$ cat config.mk
export PLATFORM = sky130hd
export DESIGN_NAME = imul_iter
export DESIGN_NICKNAME = d
export VERILOG_FILES = /design/src/rtl/imul_pkg.sv /design/src/rtl/imul_ctrl.sv /design/src/rtl/imul_dpath.sv /design/src/rtl/imul_iter.sv
export SDC_FILE = /design/constraint.sdc
export NUM_CORES = 1
export LEC_CHECK = 0
export BUFFER_PORTS_ARGS = -buffer_cell sky130_fd_sc_hd__buf_4
export CORE_ASPECT_RATIO = 0.7
export CORE_MARGIN = 1
export CORE_UTILIZATION = 55
export CTS_BUF_LIST = sky130_fd_sc_hd__clkbuf_16
export DETAILED_ROUTE_END_ITERATION = 10
export PLACE_DENSITY_LB_ADDON = 0.08
export SYNTH_ARGS = -nofsm -noshare
export SYNTH_HDL_FRONTEND = slang
export SYNTH_SLANG_ARGS = --single-unit
$ cat constraint.sdc
create_clock -name clk -period 4 [get_ports clk]
set_input_delay 0.8 -clock clk [delete_from_list [all_inputs] [get_ports clk]]
set_output_delay 0.8 -clock clk [all_outputs]
set_load 0.02 [all_outputs]
$ cat src/rtl/imul_pkg.sv
package imul_pkg;
  localparam int FUNC_W = 7;

  localparam logic [FUNC_W-1:0] OP_MULHW  = 7'h00;
  localparam logic [FUNC_W-1:0] OP_MULW   = 7'h20;
  localparam logic [FUNC_W-1:0] OP_UMULHI = 7'h30;
  localparam logic [FUNC_W-1:0] OP_MULHWC = 7'h40;
  localparam logic [FUNC_W-1:0] OP_MULWC  = 7'h60;

  // strobes from the sequencer to the datapath
  typedef struct packed {
    logic load;
    logic step;
    logic finish;
  } mul_strobe_t;
endpackage

$ cat src/rtl/imul_ctrl.sv
module imul_ctrl
  import imul_pkg::*;
#(
  parameter int WIDTH = 64
) (
  input  logic        clk,
  input  logic        rstN,
  input  logic        start,
  output mul_strobe_t strobe,
  output logic        busy,
  output logic        done
);
  localparam int CW = (WIDTH > 1) ? $clog2(WIDTH) : 1;
  localparam logic [CW-1:0] LAST = CW'(WIDTH - 1);

  typedef enum logic [1:0] {S_IDLE, S_RUN, S_FIN} state_t;

  state_t stateQ;
  logic [CW-1:0] cntQ;
  logic doneQ;

  always_comb begin
    strobe.load   = (stateQ == S_IDLE) && start;
    strobe.step   = (stateQ == S_RUN);
    strobe.finish = (stateQ == S_FIN);
  end

  always_ff @(posedge clk or negedge rstN) begin
    if (!rstN) begin
      stateQ <= S_IDLE;
      cntQ   <= '0;
      doneQ  <= 1'b0;
    end else begin
      doneQ <= (stateQ == S_FIN);
      unique case (stateQ)
        S_IDLE: if (start) begin
          stateQ <= S_RUN;
          cntQ   <= '0;
        end
        S_RUN: begin
          cntQ <= cntQ + 1'b1;
          if (cntQ == LAST) stateQ <= S_FIN;
        end
        S_FIN:   stateQ <= S_IDLE;
        default: stateQ <= S_IDLE;
      endcase
    end
  end

  assign busy = (stateQ != S_IDLE);
  assign done = doneQ;

  // done lasts a single cycle
  a_r7_done_single: assert property (@(posedge clk) disable iff (!rstN)
    done |=> !done);
  // busy is low in the done cycle
  a_r7_done_not_busy: assert property (@(posedge clk) disable iff (!rstN)
    done |-> !busy);
  // a running operation advances one step per cycle, whatever start does
  a_r8_run_advances: assert property (@(posedge clk) disable iff (!rstN)
    (stateQ == S_RUN && cntQ != LAST) |=> (stateQ == S_RUN && cntQ == $past(cntQ) + 1'b1));
endmodule

$ cat src/rtl/imul_dpath.sv
module imul_dpath
  import imul_pkg::*;
#(
  parameter int WIDTH = 64
) (
  input  logic              clk,
  input  logic              rstN,
  input  mul_strobe_t       strobe,
  input  logic [FUNC_W-1:0] funcIn,
  input  logic [WIDTH-1:0]  aIn,
  input  logic [WIDTH-1:0]  bIn,
  output logic [WIDTH-1:0]  result,
  output logic              ovf
);
  localparam int HALF = WIDTH / 2;
  localparam int PW   = 2 * WIDTH;

  logic [FUNC_W-1:0] funcQ;
  logic [WIDTH-1:0]  mcandQ, hiQ, loQ, resQ;
  logic              negQ, ovfQ;

  // operand conditioning
  logic              isHalf, signedOp, aNeg, bNeg;
  logic [WIDTH-1:0]  extA, extB, magA, magB;

  always_comb begin
    isHalf   = (funcIn == OP_MULHW) || (funcIn == OP_MULHWC);
    signedOp = (funcIn != OP_UMULHI);
    extA     = isHalf ? {{HALF{aIn[HALF-1]}}, aIn[HALF-1:0]} : aIn;
    extB     = isHalf ? {{HALF{bIn[HALF-1]}}, bIn[HALF-1:0]} : bIn;
    aNeg     = signedOp && extA[WIDTH-1];
    bNeg     = signedOp && extB[WIDTH-1];
    magA     = aNeg ? (WIDTH'(0) - extA) : extA;
    magB     = bNeg ? (WIDTH'(0) - extB) : extB;
  end

  // one shift-add step
  logic [WIDTH:0] sum;
  always_comb sum = {1'b0, hiQ} + (loQ[0] ? {1'b0, mcandQ} : '0);

  // final sign fix and selection
  logic [PW-1:0]   prod;
  logic [HALF:0]   halfTop;
  logic [WIDTH:0]  wordTop;
  logic            halfOvf, wordOvf;
  logic [WIDTH-1:0] nextRes;
  logic            nextOvf;

  always_comb begin
    prod    = negQ ? (PW'(0) - {hiQ, loQ}) : {hiQ, loQ};
    halfTop = prod[WIDTH-1:HALF-1];
    wordTop = prod[PW-1:WIDTH-1];
    halfOvf = !((&halfTop) || !(|halfTop));
    wordOvf = !((&wordTop) || !(|wordTop));
    nextOvf = 1'b0;
    unique case (funcQ)
      OP_MULHW:  nextRes = {{HALF{prod[HALF-1]}}, prod[HALF-1:0]};
      OP_MULHWC: begin
        nextRes = {{HALF{prod[HALF-1]}}, prod[HALF-1:0]};
        nextOvf = halfOvf;
      end
      OP_UMULHI: nextRes = prod[PW-1:WIDTH];
      OP_MULWC: begin
        nextRes = prod[WIDTH-1:0];
        nextOvf = wordOvf;
      end
      default:   nextRes = prod[WIDTH-1:0];
    endcase
  end

  always_ff @(posedge clk or negedge rstN) begin
    if (!rstN) begin
      funcQ  <= '0;
      mcandQ <= '0;
      hiQ    <= '0;
      loQ    <= '0;
      negQ   <= 1'b0;
      resQ   <= '0;
      ovfQ   <= 1'b0;
    end else begin
      if (strobe.load) begin
        funcQ  <= funcIn;
        mcandQ <= magA;
        hiQ    <= '0;
        loQ    <= magB;
        negQ   <= aNeg ^ bNeg;
      end else if (strobe.step) begin
        hiQ <= sum[WIDTH:1];
        loQ <= {sum[0], loQ[WIDTH-1:1]};
      end
      if (strobe.finish) begin
        resQ <= nextRes;
        ovfQ <= nextOvf;
      end
    end
  end

  assign result = resQ;
  assign ovf    = ovfQ;

  // outputs change only on a finish step
  a_r9_result_hold: assert property (@(posedge clk) disable iff (!rstN)
    !strobe.finish |=> ($stable(result) && $stable(ovf)));
  // only the checked codes can flag overflow
  a_r10_ovf_checked_only: assert property (@(posedge clk) disable iff (!rstN)
    (strobe.finish && funcQ != OP_MULHWC && funcQ != OP_MULWC) |=> !ovf);
  // the operand registers do not reload during a run
  a_r8_no_reload: assert property (@(posedge clk) disable iff (!rstN)
    strobe.step |=> $stable(mcandQ) && $stable(funcQ));
endmodule

$ cat src/rtl/imul_iter.sv
module imul_iter
  import imul_pkg::*;
#(
  parameter int WIDTH = 64
) (
  input  logic              clk,
  input  logic              rstN,
  input  logic              start,
  input  logic [FUNC_W-1:0] func,
  input  logic [WIDTH-1:0]  opA,
  input  logic [WIDTH-1:0]  opB,
  output logic              busy,
  output logic              done,
  output logic [WIDTH-1:0]  result,
  output logic              ovf
);
  mul_strobe_t strobe;

  imul_ctrl #(.WIDTH(WIDTH)) uCtrl (
    .clk    (clk),
    .rstN   (rstN),
    .start  (start),
    .strobe (strobe),
    .busy   (busy),
    .done   (done)
  );

  imul_dpath #(.WIDTH(WIDTH)) uDpath (
    .clk    (clk),
    .rstN   (rstN),
    .strobe (strobe),
    .funcIn (func),
    .aIn    (opA),
    .bIn    (opB),
    .result (result),
    .ovf    (ovf)
  );

  // an accepted start makes the block busy in the next cycle
  a_r7_busy_follows: assert property (@(posedge clk) disable iff (!rstN)
    (start && !busy) |=> busy);
  // no done while idle without a prior operation finishing
  a_r1_done_needs_run: assert property (@(posedge clk) disable iff (!rstN)
    (!busy && !done) |=> !done);
endmodule

==> key figures <==
Synthesis
  • Post-synth EDFFs: 0
  • Synth Register Bits: approximately 270
  • Adder and majority cell fraction of the synthesized area: 0.04034
  • Leading area contributor after synthesis: dfrtp_1
  • Main flop type after synthesis: dfrtp_1
  • Yosys Warn Count: 0
  • Synthesized netlist cell count: ~2800
  • Sequential area share after synthesis: 0.3131
  • Mapped Avg Cell Area: 7.903 sq um
  • Synth async-reset ratio: 1.000
  • Top area cells in the synthesized netlist: dfrtp_1 (31%), o21ai_0 (7.9%), xor2_1 (7.5%)
  • Synthesized cell area: around 22000 sq um
  • Top-area cell type share of the netlist area: 0.3131
  • Post-synthesis compound-gate area fraction: 0.2552
  • Largest family of logic cells by synthesized area: compound AO/OA/AOI/OAI gates
  • Post-synthesis mux area share: 0.001943
  • Unique masters post-synth: 82
  • Post-synth net total: 2979
  • Post-Synth XOR/XNOR Area: 0.1256
  • Post-synthesis simple-gate area fraction: 0.2243

Placement
  • Placed Cells: 3803
  • Detailed placement HPWL: 70340 microns
  • Gpl congestion: approximately 1.1
  • Dpl ws: -0.4976 ns
  • PortBufs: between 200 and 250

Drt
  • ANT nets after route: 0
  • Vias/cell: 6.535
  • Drt total wl: between 90000 and 100000 microns
  • Via count: 25310
  • DRT iter0 DRCs: ~3400
  • # DRC: 0
  • Drt pass-1 iters: 6
  • DR WL/cell: approximately 24 microns

STA
  • Max Slew Vio Count: 0
  • Period minus WS final: about 4.5 ns
  • Final Hold Fails: 0
  • Final worst-path cycle share: 1.129
  • RSZ-0062 raised after global routing: true
  • Tightest Pin Transition: 1.079 ns
  • Max Clock Skew: ~0.013 ns
  • Worst setup margin: -0.5173 ns
  • Rel. slew slack: 0.2808
  • Final setup viols: 6
  • Max Fclk: between 0.2 and 0.25 GHz

Worst setup path
  • CP max FO: 3
  • Worst R2R Path Depth: 16
  • Crit Path Category: flip-flop to flip-flop
  • FF-to-FF Start: uDpath.loQ[5]
  • Type of origin of the critical path: flip-flop
  • CP cell instances: buf_4 > nor4_1 > nand4_1 > nor4b_2 > buf_4 > nand3_1 > o41ai_1 > buf_4 > xor2_1 > buf_4 > nor4_1 > buf_4 > nand3_1 > or4_4 > nor4_2 > o21ai_1
  • Required @ worst endpoint: around 4.5 ns
  • Flop-to-flop setup slack: -0.52 ns
  • Worst setup endpoint: uDpath.ovf
  • CP startpoint: uDpath.loQ[5]
  • Slowest CP cell: or4_4
  • Reg2reg end: uDpath.ovf
  • Crit-path most repeated cell: buf_4
  • WP data arrival: 4.98 ns
  • CP peak stage delay: 0.60 ns
  • Crit. End Element: flip-flop

Floorplan
  • Die span in x: 240.5 microns
  • Core area: 38810 sq um
  • Die height: 168.9 microns
  • Initial Utilization: 0.5642
  • I/O pin cnt: just over 200
  • Row count: 60
  • DIE AREA: just over 40000 sq um

Run status
  • Status: finished with violations
  • Failing checks: setup timing

Global route
  • Largest net degree at the start of global routing: between 100 and 150
  • GRT overflow: 0
  • Initial antenna violation count: 2
  • First-pass GRT wire length: 135500 microns
  • Tot GR Track Use: 0.4332
  • Vias in the first global route: ~23000

CTS
  • CTS Buf Count: 29
  • Max clock buf depth: 3
  • Clk sink count: 274
  • Worst-path clk slew: roughly 0.07 ns
  • Clk Latency, worst-skew pair: 0.58 ns
  • CTS Root Cell: clkbuf_16
  • CTS tree: yes
  • CTS H-tree depth: 1

Pwr
  • Peak supply drop: between 0.5 and 0.6 mV
  • LEAKAGE: roughly 13 nW
  • Pwr Density: between 700 and 800 nW/um^2

Layout
  • Area grow syn2layout: 32.19%
  • Diode count: 0
  • Non-Filler Instances: 3873
  • Share of layout cells above drive strength 1: 0.2624
  • FILL cells: 2869
  • Post-layout nets: between 3000 and 4000

Flow run
  • Maxcap violations: 0

Hold path
  • Hold/Removal Path Class: primary input to async pin
-- critical path, delay by kind of cell, from the launching register on --
kind / cells / cell delay (ns)
xor+xnor: 1 / 0.06
flops: 1 / 0.40
simple gates: 8 / 2.61
buf+inv: 5 / 0.91
compound gates: 2 / 0.43
-- worst min path at each step --
stage | startpoint | to | slack, ns | depth (start not counted)
final | rstN | uDpath.mcandQ[6] | 0.25 | 1
after global routing | rstN | uDpath.mcandQ[7] | 0.33 | 1
after CTS | rstN | uDpath.mcandQ[7] | 0.32 | 1
after detailed placement | uDpath.mcandQ[8] | uDpath.mcandQ[8] | 0.47 | 2
after global placement | uDpath.mcandQ[46] | uDpath.mcandQ[46] | 0.46 | 2
after floorplan | uDpath.mcandQ[34] | uDpath.mcandQ[34] | 0.44 | 2
-- stage by stage --
stage,cell area [sq um],hold WS (ns),power (mW),TNS (ns),util
floorplan,22050,0.4409,11.16,-0.3410,-
CTS,28490,0.3162,20.27,-0.4358,0.7341
detailed placement,27330,0.4669,17.31,-9.339,0.7041
global placement,27330,0.4586,16.88,-6.122,0.7041
finish,28950,0.2516,21.40,-0.7927,0.7458
global route,28950,0.3305,22.27,-1.637,0.7458
-- layer usage --
metal / global-route usage / wire length, microns / part of all wire
met1: 0.6381 / 38710 / 0.42
met2: 0.6216 / 37530 / 0.41
met3: 0.1208 / 12200 / 0.13
met4: 0.1030 / 2801 / 0.031
met5: 0 / 16 / 0.00018
-- kinds of logic after synthesis --
family / Yosys count
fa+ha+maj: 70
xor+xnor: 314
buf+inv: 225
simple gates: 978
flops: 274
compound gates: 906
mux: 4
-- flip-flops by register name (all words and copies together) (netlist names), 2 cells and up --
register and flops:
uCtrl.cntQ 6, uCtrl.stateQ 2, uDpath.hiQ 64, uDpath.loQ 64, uDpath.funcQ 7, uDpath.mcandQ 64, uDpath.result 64
-- what timing repair did --
item	4_1_cts	5_1_grt
pin swaps	9	33
cloned	0	2
setup endpoints to repair	23	35
gates resized for setup	40	67
hold buffers	0	0
setup buffers	5	12
-- where the power goes --
part	total, mW	internal (mW)	switching [mW]
combinational	14.1	5.92	8.13
sequential	4.60	3.75	0.853
clock	2.74	1.52	1.23
total	21.4	11.2	10.2
-- cells in the final DEF (no fill, tap or decap), types with 19 or more instances in the layout --
| master | instances |
|---|---|
| buf_4 | 689 |
| o21ai_0 | 329 |
| nand2_1 | 321 |
| dfrtp_1 | 273 |
| xor2_1 | 186 |
| a21oi_1 | 185 |
| nor2_1 | 160 |
| xnor2_1 | 126 |
| and2_1 | 69 |
| nand3_1 | 69 |
| ha_1 | 66 |
| nor3_1 | 63 |
| o31ai_1 | 62 |
| a22oi_1 | 58 |
| nand4_1 | 55 |
| nor4_1 | 43 |
| a21o_1 | 43 |
| or3_1 | 42 |
| inv_1 | 34 |
| or4_1 | 31 |
| clkbuf_16 | 31 |
| o41ai_1 | 30 |
| o22a_1 | 20 |
| o21a_1 | 19 |
-- Yosys cell counts (19+ instances only) --
cell type	n
a21o_1	43
a21oi_1	193
a22oi_1	58
and2_1	70
clkbuf_1	171
dfrtp_1	274
ha_1	69
inv_1	33
nand2_1	323
nand2b_1	19
nand3_1	69
nand4_1	55
nor2_1	163
nor3_1	67
nor4_1	50
o21a_1	19
o21ai_0	347
o22a_1	20
o22ai_1	22
o31ai_1	66
o41ai_1	33
or3_1	48
or4_1	40
xnor2_1	126
xor2_1	188
-- layout make-up --
| type | instances | area, sq um | share of cell area |
|---|---|---|---|
| inverter | 34 | 127.6 | 0.004409 |
| clock buffer | 29 | 725.7 | 0.02507 |
| multi-input combinational | 2272 | 14800 | 0.5114 |
| timing repair buffer | 713 | 5557 | 0.1920 |
| clock inverter | 24 | 214.0 | 0.007391 |
| tap | 527 | 659.4 | 0.02278 |
| sequential | 274 | 6860 | 0.2370 |
Note: power is estimated with default switching activity, not from simulation.
